===== src/rtl/fcmp_pkg.sv =====
package fcmp_pkg;

   typedef enum logic [1:0] {
      REL_EQ = 2'd0,
      REL_LT = 2'd1,
      REL_GT = 2'd2,
      REL_UN = 2'd3
   } fcmp_rel_e;

   localparam int unsigned CC_W = 4;

   localparam logic [CC_W-1:0] CC_EQUAL   = 4'b0110;
   localparam logic [CC_W-1:0] CC_LESS    = 4'b1000;
   localparam logic [CC_W-1:0] CC_GREATER = 4'b0010;
   localparam logic [CC_W-1:0] CC_UNORD   = 4'b0011;

   function automatic logic [CC_W-1:0] rel_to_cc(input fcmp_rel_e rel);
      logic [CC_W-1:0] cc;
      unique case (rel)
         REL_EQ:  cc = CC_EQUAL;
         REL_LT:  cc = CC_LESS;
         REL_GT:  cc = CC_GREATER;
         default: cc = CC_UNORD;
      endcase
      return cc;
   endfunction

endpackage


===== src/rtl/fcmp_classify.sv =====
module fcmp_classify #(
   parameter int unsigned EXP_W = 8,
   parameter int unsigned MAN_W = 23,
   localparam int unsigned FP_W  = 1 + EXP_W + MAN_W,
   localparam int unsigned MAG_W = EXP_W + MAN_W
) (
   input  logic [FP_W-1:0]  opnd,
   output logic             sgn,
   output logic             is_zero,
   output logic             is_nan,
   output logic             is_snan,
   output logic [MAG_W-1:0] mag
);

   logic [EXP_W-1:0] expo;
   logic [MAN_W-1:0] frac;
   logic             exp_max;
   logic             frac_nz;

   assign sgn  = opnd[FP_W-1];
   assign expo = opnd[FP_W-2 -: EXP_W];
   assign frac = opnd[MAN_W-1:0];
   assign mag  = opnd[MAG_W-1:0];

   assign exp_max = &expo;
   assign frac_nz = |frac;

   assign is_zero = ~(|mag);
   assign is_nan  = exp_max & frac_nz;
   assign is_snan = is_nan & ~frac[MAN_W-1];

endmodule


===== src/rtl/fcmp_order.sv =====
module fcmp_order
   import fcmp_pkg::*;
#(
   parameter int unsigned EXP_W     = 8,
   parameter int unsigned MAN_W     = 23,
   parameter bit          SPLIT_MAG = 1'b1,
   localparam int unsigned MAG_W    = EXP_W + MAN_W
) (
   input  logic             a_sgn,
   input  logic             a_zero,
   input  logic             a_nan,
   input  logic [MAG_W-1:0] a_mag,
   input  logic             b_sgn,
   input  logic             b_zero,
   input  logic             b_nan,
   input  logic [MAG_W-1:0] b_mag,
   output fcmp_rel_e        rel
);

   logic mag_gt;
   logic mag_eq;

   generate
      if (SPLIT_MAG) begin : g_split
         logic [EXP_W-1:0] ea, eb;
         logic [MAN_W-1:0] ma, mb;
         logic             exp_gt, exp_eq, man_gt, man_eq;
         assign ea     = a_mag[MAG_W-1 -: EXP_W];
         assign eb     = b_mag[MAG_W-1 -: EXP_W];
         assign ma     = a_mag[MAN_W-1:0];
         assign mb     = b_mag[MAN_W-1:0];
         assign exp_gt = ea > eb;
         assign exp_eq = ea == eb;
         assign man_gt = ma > mb;
         assign man_eq = ma == mb;
         assign mag_gt = exp_gt | (exp_eq & man_gt);
         assign mag_eq = exp_eq & man_eq;
      end else begin : g_flat
         assign mag_gt = a_mag > b_mag;
         assign mag_eq = a_mag == b_mag;
      end
   endgenerate

   always_comb begin
      if (a_nan | b_nan) begin
         rel = REL_UN;
      end else if (a_zero & b_zero) begin
         rel = REL_EQ;
      end else if (a_sgn != b_sgn) begin
         rel = a_sgn ? REL_LT : REL_GT;
      end else if (mag_eq) begin
         rel = REL_EQ;
      end else if (mag_gt ^ a_sgn) begin
         rel = REL_GT;
      end else begin
         rel = REL_LT;
      end
   end

endmodule


===== src/rtl/fcmp_encode.sv =====
module fcmp_encode
   import fcmp_pkg::*;
(
   input  fcmp_rel_e       rel,
   input  logic            sig_cmp,
   input  logic            a_nan,
   input  logic            a_snan,
   input  logic            b_nan,
   input  logic            b_snan,
   output logic [CC_W-1:0] cc,
   output logic            inv
);

   logic any_nan;
   logic any_snan;

   assign any_nan  = a_nan | b_nan;
   assign any_snan = a_snan | b_snan;

   assign cc  = rel_to_cc(rel);
   assign inv = sig_cmp ? any_nan : any_snan;

endmodule


===== src/rtl/fcmp_flag_unit.sv =====
module fcmp_flag_unit
   import fcmp_pkg::*;
#(
   parameter int unsigned EXP_W     = 8,
   parameter int unsigned MAN_W     = 23,
   parameter int unsigned STAT_W    = 32,
   parameter bit          SPLIT_MAG = 1'b1,
   localparam int unsigned FP_W     = 1 + EXP_W + MAN_W,
   localparam int unsigned MAG_W    = EXP_W + MAN_W,
   localparam int unsigned KEEP_W   = STAT_W - CC_W
) (
   input  logic              clk,
   input  logic              rst,
   input  logic              start,
   input  logic              sig_cmp,
   input  logic [FP_W-1:0]   op_a,
   input  logic [FP_W-1:0]   op_b,
   input  logic [STAT_W-1:0] stat_in,
   output logic [STAT_W-1:0] stat_out,
   output logic              done,
   output logic              invalid
);

   generate
      if (EXP_W < 2) begin : g_bad_exp
         $error("fcmp_flag_unit: EXP_W must be at least 2");
      end
      if (MAN_W < 2) begin : g_bad_man
         $error("fcmp_flag_unit: MAN_W must be at least 2");
      end
      if (STAT_W <= CC_W) begin : g_bad_stat
         $error("fcmp_flag_unit: STAT_W must exceed the condition code width");
      end
   endgenerate

   logic             cls_sgn  [2];
   logic             cls_zero [2];
   logic             cls_nan  [2];
   logic             cls_snan [2];
   logic [MAG_W-1:0] cls_mag  [2];
   logic [FP_W-1:0]  opnd     [2];

   assign opnd[0] = op_a;
   assign opnd[1] = op_b;

   generate
      for (genvar gi = 0; gi < 2; gi++) begin : g_cls
         fcmp_classify #(
            .EXP_W (EXP_W),
            .MAN_W (MAN_W)
         ) u_cls (
            .opnd    (opnd[gi]),
            .sgn     (cls_sgn[gi]),
            .is_zero (cls_zero[gi]),
            .is_nan  (cls_nan[gi]),
            .is_snan (cls_snan[gi]),
            .mag     (cls_mag[gi])
         );
      end
   endgenerate

   fcmp_rel_e       rel;
   logic [CC_W-1:0] cc_nxt;
   logic            inv_nxt;

   fcmp_order #(
      .EXP_W     (EXP_W),
      .MAN_W     (MAN_W),
      .SPLIT_MAG (SPLIT_MAG)
   ) u_order (
      .a_sgn  (cls_sgn[0]),
      .a_zero (cls_zero[0]),
      .a_nan  (cls_nan[0]),
      .a_mag  (cls_mag[0]),
      .b_sgn  (cls_sgn[1]),
      .b_zero (cls_zero[1]),
      .b_nan  (cls_nan[1]),
      .b_mag  (cls_mag[1]),
      .rel    (rel)
   );

   fcmp_encode u_enc (
      .rel     (rel),
      .sig_cmp (sig_cmp),
      .a_nan   (cls_nan[0]),
      .a_snan  (cls_snan[0]),
      .b_nan   (cls_nan[1]),
      .b_snan  (cls_snan[1]),
      .cc      (cc_nxt),
      .inv     (inv_nxt)
   );

   logic [STAT_W-1:0] stat_q;
   logic              done_q;
   logic              inv_q;

   always_ff @(posedge clk) begin
      if (rst) begin
         stat_q <= '0;
         done_q <= 1'b0;
         inv_q  <= 1'b0;
      end else begin
         done_q <= start;
         inv_q  <= start & inv_nxt;
         if (start) begin
            stat_q <= {cc_nxt, stat_in[KEEP_W-1:0]};
         end
      end
   end

   assign stat_out = stat_q;
   assign done     = done_q;
   assign invalid  = inv_q;

endmodule


===== config.mk =====
export PLATFORM = sky130hd
export DESIGN_NAME = fcmp_flag_unit
export DESIGN_NICKNAME = d
export VERILOG_FILES = /design/src/rtl/fcmp_pkg.sv /design/src/rtl/fcmp_classify.sv /design/src/rtl/fcmp_order.sv /design/src/rtl/fcmp_encode.sv /design/src/rtl/fcmp_flag_unit.sv
export SDC_FILE = /design/constraint.sdc
export NUM_CORES = 1
export LEC_CHECK = 0
export ABC_AREA = 1
export BUFFER_PORTS_ARGS = -buffer_cell sky130_fd_sc_hd__buf_2
export CORE_ASPECT_RATIO = 1.1
export CORE_MARGIN = 5
export CORE_UTILIZATION = 44
export CTS_CLUSTER_SIZE = 24
export DETAILED_ROUTE_END_ITERATION = 10
export PLACE_DENSITY = 0.93
export SLEW_MARGIN = 25
export SYNTH_ARGS = -nofsm -noshare
export SYNTH_HDL_FRONTEND = slang
export SYNTH_SLANG_ARGS = --single-unit

===== constraint.sdc =====
create_clock -name clk -period 2 [get_ports clk]
set_clock_uncertainty 0.1 [all_clocks]
set_input_delay 0.1 -clock clk [delete_from_list [all_inputs] [get_ports clk]]
set_output_delay 0.1 -clock clk [all_outputs]
set_load 0.005 [all_outputs]

== Yosys cells after proc, flatten, opt, wreduce, memory -nomap -nowiden ==
Cells that the tools add are included.

* Bits in registers: 34
* Output and inout bits: 34
* Input bits: 100

* Mux-type cells: 8
* Reductions and logical operators: 7
* Order comparisons: 2
* Bitwise logic cells: 16
* Eq/ne operators: 5

{| class="wikitable"
|+ Operators by type and width
! cell !! number
|-
| OR reduction 31 bit || 2
|-
| OR reduction 23 bit || 2
|-
| == test 23 bit || 1
|-
| > comparator 23 bit || 1
|-
| AND reduction 8 bit || 2
|-
| 2-to-1 mux 2 bit || 6
|-
| one-hot mux 4 bit (3 select lines) || 1
|-
| bitwise AND 1 bit || 8
|-
| == test 8 bit || 1
|-
| > comparator 8 bit || 1
|-
| NOT 1 bit || 4
|-
| OR 1 bit || 3
|-
| == test 2 x 1 -> 1 bit, second input constant || 1
|-
| == test 2 bit, second input constant || 1
|-
| logical NOT 2 bit || 1
|-
| 2-to-1 mux 1 bit || 1
|-
| != test 1 bit || 1
|-
| bitwise XOR 1 bit || 1
|}

== Depth between registers and ports, before layout ==
Gate-level depths: netlist of the first run.

* Depth in word-level cells: 11
* Gate-level depth with buffers: 20
* Depth with buffers taken out: 20

== Hierarchy ==
A second synthesis of the first run with hierarchy kept.

* Cell total of the unflattened synthesis: 536
* Area, all modules: 3214.3 um^2

{| class="wikitable"
|+ Modules (own cells, without submodules)
! module !! area each (um^2) !! cells an instance !! instances !! seq. area each (um^2)
|-
| fcmp_flag_unit || 1366.3 || 209 || 1 || 680.7
|-
| fcmp_order || 1063.5 || 190 || 1 || 0.0
|-
| fcmp_classify || 371.6 || 64 || 2 || 0.0
|-
| fcmp_encode || 41.3 || 9 || 1 || 0.0
|}

== Worst setup path before layout of the first run ==
OpenSTA, ideal clock, no wires.

* Path kind: input to register
* Start point: input op_b[12]
* End point: register stat_q[29] (netlist: stat_out[29])
* Setup time: 0.109 ns
* Cell stages on the path: 16
* Arrival: 1.470 ns
* Path slack: 0.321 ns
* Buffers on the path: 0
* Cells stage by stage: inv_1 > ha_1 > nand2_1 > nor2_2 > nand2_1 > nand3b_2 > nand2_1 > inv_2 > nand2_2 > nand2_2 > nand3_1 > nand2_2 > a21oi_4 > nand3_1 > nand2_1 > inv_1

* Longest elaborated chain between the ends: 11
* Elaborated cells between the ends (all ways): 21
* Those cells by class: order compare (1); eq/ne (3); mux (6); bitwise (8); reduce/logical (3)

{| class="wikitable"
|+ Ends and longest elaborated chain
! what !! line !! source
|-
| start, declared || fcmp_flag_unit.sv:17 || <nowiki>input logic [FP_W-1:0] op_b,</nowiki>
|-
| > comparator 23 bit || fcmp_order.sv:34 || <nowiki>assign man_gt = ma > mb;</nowiki>
|-
| bitwise AND 1 bit || fcmp_order.sv:36 || <nowiki>assign mag_gt = exp_gt | (exp_eq & man_gt);</nowiki>
|-
| OR 1 bit || fcmp_order.sv:36 ||
|-
| bitwise XOR 1 bit || fcmp_order.sv:53 || <nowiki>end else if (mag_gt ^ a_sgn) begin</nowiki>
|-
| 2-to-1 mux 2 bit || fcmp_order.sv:53 ||
|-
| 2-to-1 mux 2 bit || fcmp_order.sv:51 || <nowiki>end else if (mag_eq) begin</nowiki>
|-
| 2-to-1 mux 2 bit || fcmp_order.sv:49 || <nowiki>end else if (a_sgn != b_sgn) begin</nowiki>
|-
| 2-to-1 mux 2 bit || fcmp_order.sv:47 || <nowiki>end else if (a_zero & b_zero) begin</nowiki>
|-
| 2-to-1 mux 2 bit * || fcmp_order.sv:45 || <nowiki>if (a_nan | b_nan) begin</nowiki>
|-
| == test 2 bit, or another cell as far along || fcmp_pkg.sv:19 || <nowiki>unique case (rel)</nowiki>
|-
| one-hot mux 4 bit (3 select lines) * || fcmp_pkg.sv:19 ||
|-
| end signal, assigned || fcmp_flag_unit.sv:106 || <nowiki>stat_q <= {cc_nxt, stat_in[KEEP_W-1:0]};</nowiki>
|-
| end, declared || fcmp_flag_unit.sv:93 || <nowiki>logic [STAT_W-1:0] stat_q;</nowiki>
|}

Mark *: on every way between the ends. The rest lies on a longest branch, timed or not.
A chain may end at the register's enable or synchronous reset.

== Worst setup path in the final report of the first run ==
* Start point: input op_b[26]
* End point: register stat_q[29] (netlist: stat_out[29])

* Longest elaborated chain between the ends: 11
* Elaborated cells between the ends (all ways): 21
* Those cells by class: order compare (1); eq/ne (3); mux (6); bitwise (8); reduce/logical (3)

{| class="wikitable"
|+ Ends and longest elaborated chain
! what !! line
|-
| parallel branches: the longest is 8 deep, another holds > comparator 8 bit || -
|-
| 2-to-1 mux 2 bit * || fcmp_order.sv:45
|-
| == test 2 bit, or another cell as far along || fcmp_pkg.sv:19
|-
| one-hot mux 4 bit (3 select lines) * || fcmp_pkg.sv:19
|}

Every way passes the cells marked *.

==> metrics, run 1 <==
result of the run finished clean; reg-to-reg critical path startpoint stat_out[0]$_SDFFE_PP0P_; global-route wire length before repair 12.2 mm; routed wire length 7.55 mm; hpwl dp 5.72 mm; WL/cell 14.3 µm; relative contribution of combinational cells to total power 0.267; Crit Path Category in -> reg; area leader, netlist sky130_fd_sc_hd__dfxtp_1; via density per instance 5.08; ordered cell list for the critical path buf_2 > inv_1 > ha_1 > nand2_1 > nor2_1 > nand2_2 > inv_1 > nand3_1 > nor2_1 > nand3_1 > nand2_2 > nand2_2 > nand3_1 > nand2_2 > a21oi_4 > nand3_1 > nand2_1 > inv_1; Setup crit end stat_out[29]$_SDFFE_PP0P_; cell count of the worst reg-to-reg path 1; DR vias 2688; FF-to-FF End stat_out[0]$_SDFFE_PP0P_; clock power share 0.330; Pwr Total 0.00183 W; clock buffer depth 2; pin slew with the least headroom to its limit 0.309 ns; area used by multi-input combinational logic 1380 µm²; element type at the critical path start primary input; count of boundary I/O pins 134; overall die area 6740 µm²; Post-Synthesis Cells 308; least setup slack across all paths after layout 0.266 ns; RD Place Congestion 0.844; leakage power summed over all cells 1.94 nW; count of synthesis-stage warnings from yosys 0; critical path launch point op_b[26]; Fmax 577 MHz; fin crit share 0.867; Iter 0 DRT Violations 76; CP required 2.07 ns; sequential share of the synthesized area 0.298; Reg clk slew, reported paths 0.06 ns; Antenna diodes 0; most used flip-flop cell after synthesis sky130_fd_sc_hd__dfxtp_1; Die Ht 85.6 µm; Core Area 5030 µm²; mean area per synthesized cell 7.43 µm²; cell types with the largest area share after synthesis sky130_fd_sc_hd__dfxtp_1 30%, sky130_fd_sc_hd__ha_1 17%, sky130_fd_sc_hd__a22o_1 11%, sky130_fd_sc_hd__nand2_1 10%, sky130_fd_sc_hd__inv_1 8.7%; cell area after technology mapping 2290 µm²; internal power of the cells 0.00133 W; Rel. slew slack 0.792; CTS HTree Levels 2; DIE WIDTH 78.7 µm; biggest fanout along the worst timing path 3; number of clock sinks 34; share of post-route cells with drive strength above 1 0.335; count of filler cells inserted in the layout 400; overflow left after global routing 0; Resized Gates After CTS 0; max incr delay on CP 0.28 ns; net count of the finished layout 601; area overhead of the layout relative to synthesis 49.1%; IO buf count 129; final slew viol count 0; Detailed Routing Iterations Pass 1 4; hold violation total from the final report 0; initial antenna violation count 0; worst slack, placed 0.00139 ns; net switching share of the total power 0.272; number of global-route vias before repair 2741; RSZ-0062 raised after global routing false; number of register bits inferred by synthesis 34; Final min period 1.73 ns; number of hold buffers added after CTS 30; Worst Setup End Kind register; maximum VDD drop 378 µV; Yosys top cell area share 0.298; arrival time worst endpoint 1.80 ns; aggregate negative setup slack 0 ns; total DRC errors in the routed layout 0; site row count 27; number of distinct library cells after synthesis 25; power share of the sequential group 0.403; number of setup violations in the final report 0; maximum number of pins on one net before global-route repair 31; Register Area 681 µm²; effective utilization at floorplan 0.454; synthesized net count 439; max capacitance violation total 0; TritonCTS clock tree built; Synth async-reset ratio 0; reg2reg setup slack 1.22 ns; worst-path cell with the longest stage delay sky130_fd_sc_hd__ha_1; Switching Power 0.000498 W; remaining number of nets flagged by the antenna check after routing 0; Final Util 0.677; class of the worst hold path in -> reg; clock latency of the later-clocked register in the worst-skew pair 0.27 ns; total CTS buffers 5; GRT Resource Usage Total 0.222; power density of the placed cells 538 nW/µm²; number of post-CTS setup repair buffers 0; buffer type at the clock tree root sky130_fd_sc_hd__clkbuf_8; EDFF count, synth 0
[stage by stage]
step | cells | area (µm²) | hold WS (ns)
floorplan | 308 | 2290 | 0.0691
global placement | 491 | 3000 | 0.210
detailed placement | 491 | 3000 | 0.214
CTS | 529 | 3410 | 0.0349
global route | 529 | 3410 | 0.0566
finish | 529 | 3410 | 0.0600
[cells by family (layout without fill, tap and decap cells)]
family / after synthesis / count (layout) / share of synthesized area
compound gates: 42 / 42 / 0.145
simple gates: 140 / 140 / 0.288
buf+inv: 61 / 224 / 0.100
fa+ha+maj: 31 / 31 / 0.170
flops: 34 / 34 / 0.298
[layout make-up]
cell class / count / share of cell area
multi-input combinational: 213 / 0.406
sequential: 34 / 0.200
tap: 58 / 0.0213
inverter: 55 / 0.0606
timing repair buffer: 161 / 0.282
clock inverter: 1 / 0.00881
clock buffer: 7 / 0.0224
[power by group through the flow]
| stage | clock [W] | sequential, W | combinational [W] |
|---|---|---|---|
| 6_report | 0.000605 | 0.000739 | 0.000489 |
| 5_1_grt | 0.000650 | 0.000743 | 0.000548 |
| 4_1_cts | 0.000614 | 0.000736 | 0.000484 |
| 3_5_place_dp | 0 | 0.000751 | 0.000434 |
| 3_3_place_gp | 0 | 0.000747 | 0.000414 |
| 2_1_floorplan | 0 | 0.000754 | 0.000227 |
[critical path: cells and delay by family]
family	cells	cell delay [ns]
AND/OR/NAND/NOR	12	1.03
adder cells (fa/ha/maj)	1	0.28
buffers and inverters	4	0.24
AO/OA/AOI/OAI	1	0.14
[cells in the mapped netlist (3+ instances only)]
| library cell | count |
|---|---|
| sky130_fd_sc_hd__nand4_1 | 10 |
| sky130_fd_sc_hd__ha_1 | 31 |
| sky130_fd_sc_hd__inv_1 | 53 |
| sky130_fd_sc_hd__nand2_1 | 63 |
| sky130_fd_sc_hd__clkbuf_1 | 6 |
| sky130_fd_sc_hd__a21oi_1 | 11 |
| sky130_fd_sc_hd__dfxtp_1 | 34 |
| sky130_fd_sc_hd__nor2_2 | 3 |
| sky130_fd_sc_hd__nor3_1 | 4 |
| sky130_fd_sc_hd__nor2_4 | 3 |
| sky130_fd_sc_hd__nand3_1 | 10 |
| sky130_fd_sc_hd__a22o_1 | 28 |
| sky130_fd_sc_hd__nor2_1 | 28 |
| sky130_fd_sc_hd__nand2_2 | 8 |
| sky130_fd_sc_hd__nor4_1 | 6 |
[cells in the final DEF (no fill, tap or decap), drive strengths merged, types with 4 or more instances in the layout]
master       instances
buf                131
nand2               71
inv                 54
dfxtp               34
nor2                34
ha                  31
dlygate4sd3         30
a22o                28
a21oi               12
nand4               10
nand3               10
nor4                 7
clkbuf               7
nor3                 4
[registers in the layout, summed over array words and instances (netlist names)]
register  count
stat_out     32
done          1
invalid       1
[per-layer routing]
layer | share of wire | track usage
met5 | 0 | 0
met1 | 0.35 | 0.222
met2 | 0.56 | 0.450
met4 | 0.031 | 0.0859
met3 | 0.051 | 0.0305
[worst min-delay path by stage]
stage	cells past startpoint	slack, ns	endpoint	start
floorplan	1	0.07	stat_out[28]$_SDFFE_PP0P_	rst
global placement	2	0.21	stat_out[2]$_SDFFE_PP0P_	stat_in[2]
detailed placement	2	0.21	stat_out[0]$_SDFFE_PP0P_	stat_in[0]
CTS	3	0.03	stat_out[31]$_SDFFE_PP0P_	start
global route	3	0.06	stat_out[31]$_SDFFE_PP0P_	start
finish	3	0.06	stat_out[31]$_SDFFE_PP0P_	start
(Power assumes the default switching activity.)
==> run 2, diff against run 1 <==
--- a/config.mk
+++ b/config.mk
@@ -7,6 +7,7 @@
 export LEC_CHECK = 0
 export ABC_AREA = 1
 export BUFFER_PORTS_ARGS = -buffer_cell sky130_fd_sc_hd__buf_2
+export CAP_MARGIN = 20
 export CORE_ASPECT_RATIO = 1.1
 export CORE_MARGIN = 5
 export CORE_UTILIZATION = 44
==> constraint.sdc (replaced) <==
create_clock -name clk -period 2 [get_ports clk]
set_clock_uncertainty 0.1 [all_clocks]
set_input_delay 0.3 -clock clk [delete_from_list [all_inputs] [get_ports clk]]
set_output_delay 0.3 -clock clk [all_outputs]
set_load 0.005 [all_outputs]
==> metrics, run 2 (synthesis results as in run 1) <==
Fmax 534 MHz; TritonCTS clock tree built; internal power of the cells 0.00135 W; number of clock sinks 34; max incr delay on CP 0.29 ns; global-route wire length before repair 10.8 mm; total DRC errors in the routed layout 0; class of the worst hold path in -> reg; Reg clk slew, reported paths 0.07 ns; clock power share 0.324; Crit path top cell by count sky130_fd_sc_hd__nand2_2; ordered cell list for the critical path buf_2 > ha_4 > nand2_4 > nor2_4 > nand2_2 > inv_1 > nand3_1 > nor2_1 > nand3_1 > nand2_2 > nand2_2 > nand2_1 > nand2_1 > nand2_1 > nand2_2 > nand2_2 > nand3_2 > nand2_1 > inv_1; via density per instance 5.09; worst-path cell with the longest stage delay sky130_fd_sc_hd__ha_4; Die Ht 85.6 µm; clock buffer depth 2; overall die area 6740 µm²; initial antenna violation count 0; Worst Setup End Kind register; GRT Resource Usage Total 0.197; number of global-route vias before repair 2658; net count of the finished layout 596; worst slack, placed -0.201 ns; site row count 27; pin slew with the least headroom to its limit 0.378 ns; Crit Path Category in -> reg; most frequent standard cell in the layout excluding fill and tap cells sky130_fd_sc_hd__buf_2; Final min period 1.87 ns; Core Area 5030 µm²; DIE WIDTH 78.7 µm; overflow left after global routing 0; fin crit share 0.937; maximum VDD drop 428 µV; number of setup violations in the final report 0; remaining number of nets flagged by the antenna check after routing 0; CTS HTree Levels 2; relative contribution of combinational cells to total power 0.281; biggest fanout along the worst timing path 3; max capacitance violation total 0; DR vias 2669; clock latency of the later-clocked register in the worst-skew pair 0.28 ns; area overhead of the layout relative to synthesis 50.7%; CP required 2.09 ns; most frequent cells in the layout 127 x sky130_fd_sc_hd__buf_2, 59 x sky130_fd_sc_hd__nand2_1, 47 x sky130_fd_sc_hd__inv_1; Antenna diodes 0; max FFs per register 32; element type at the critical path start primary input; cell area reported after detailed placement 3200 µm²; share of post-route cells with drive strength above 1 0.436; power share of the sequential group 0.395; leakage power summed over all cells 1.95 nW; Switching Power 0.000514 W; hold violation total from the final report 0; arrival time worst endpoint 1.96 ns; routed wire length 7.30 mm; worst path buffer plus inverter count 3; net switching share of the total power 0.276; Iter 0 DRT Violations 73; category of cells accounting for the largest share of critical-path delay simple AND/OR/NAND/NOR gates; maximum number of pins on one net before global-route repair 31; least setup slack across all paths after layout 0.126 ns; RD Place Congestion 0.839; post-route cell area 3450 µm²; count of filler cells inserted in the layout 394; hpwl dp 5.97 mm; buffer type at the clock tree root sky130_fd_sc_hd__clkbuf_8; power density of the placed cells 541 nW/µm²; Pwr Total 0.00186 W; WL/cell 13.9 µm; effective utilization at floorplan 0.454; result of the run finished clean; Rel. slew slack 0.748; final slew viol count 0; total CTS buffers 5; count of boundary I/O pins 134; IO buf count 129; Detailed Routing Iterations Pass 1 4
run 2: cell types whose count changed in the layout (fill, tap and decap cells not counted), sizes merged:
cell	change
buf	+25
dlygate4sd3	-30
run 2: layout make-up:
class / count / area [µm²] / share of cell area
multi-input combinational: 213 / 1510 / 0.437
timing repair buffer: 156 / 873 / 0.253
sequential: 34 / 681 / 0.197
inverter: 55 / 206 / 0.0599
clock buffer: 7 / 76.3 / 0.0221
tap: 58 / 72.6 / 0.0211
clock inverter: 1 / 30.0 / 0.00871
run 2: repair_timing:
action	4_1_cts	5_1_grt
endpoints found under the hold margin	0	0
setup endpoints to repair	0	2
buffers inserted	0	0
resized for setup	0	25
hold buffers	0	0
run 2: stage by stage:
stage	setup TNS [ns]	util	cells	hold WS, ns
after floorplan	0	-	308	0.269
after global placement	-0.243	0.636	516	0.336
after detailed placement	-0.416	0.636	516	0.334
after CTS	0	0.657	524	0.118
after global routing	-0.0269	0.685	524	0.122
final	0	0.685	524	0.120
run 2: power by group through the flow:
stage | combinational, W | sequential, W | clock [W]
2_1_floorplan | 0.000227 | 0.000754 | 0
3_3_place_gp | 0.000451 | 0.000747 | 0
3_5_place_dp | 0.000476 | 0.000750 | 0
4_1_cts | 0.000478 | 0.000736 | 0.000611
5_1_grt | 0.000584 | 0.000740 | 0.000644
6_report | 0.000524 | 0.000736 | 0.000605
run 2: routing by layer:
metal	track usage	up-vias	part of all wire
met2	0.388	84	0.54
met4	0.0986	0	0.036
met1	0.193	1224	0.37
li1	-	1336	-
met5	0	-	0
met3	0.0336	25	0.052
run 2: path summary, 6_finish.rpt:
path,start,end,slack (ns),cells after the start
max,op_a[28],stat_out[29]$_SDFFE_PP0P_,0.13,19
min,stat_in[13],stat_out[13]$_SDFFE_PP0P_,0.12,2
max reg2reg,stat_out[21]$_SDFFE_PP0P_,stat_out[21]$_SDFFE_PP0P_,1.23,1
min reg2reg,stat_out[30]$_SDFFE_PP0P_,stat_out[30]$_SDFFE_PP0P_,0.35,2
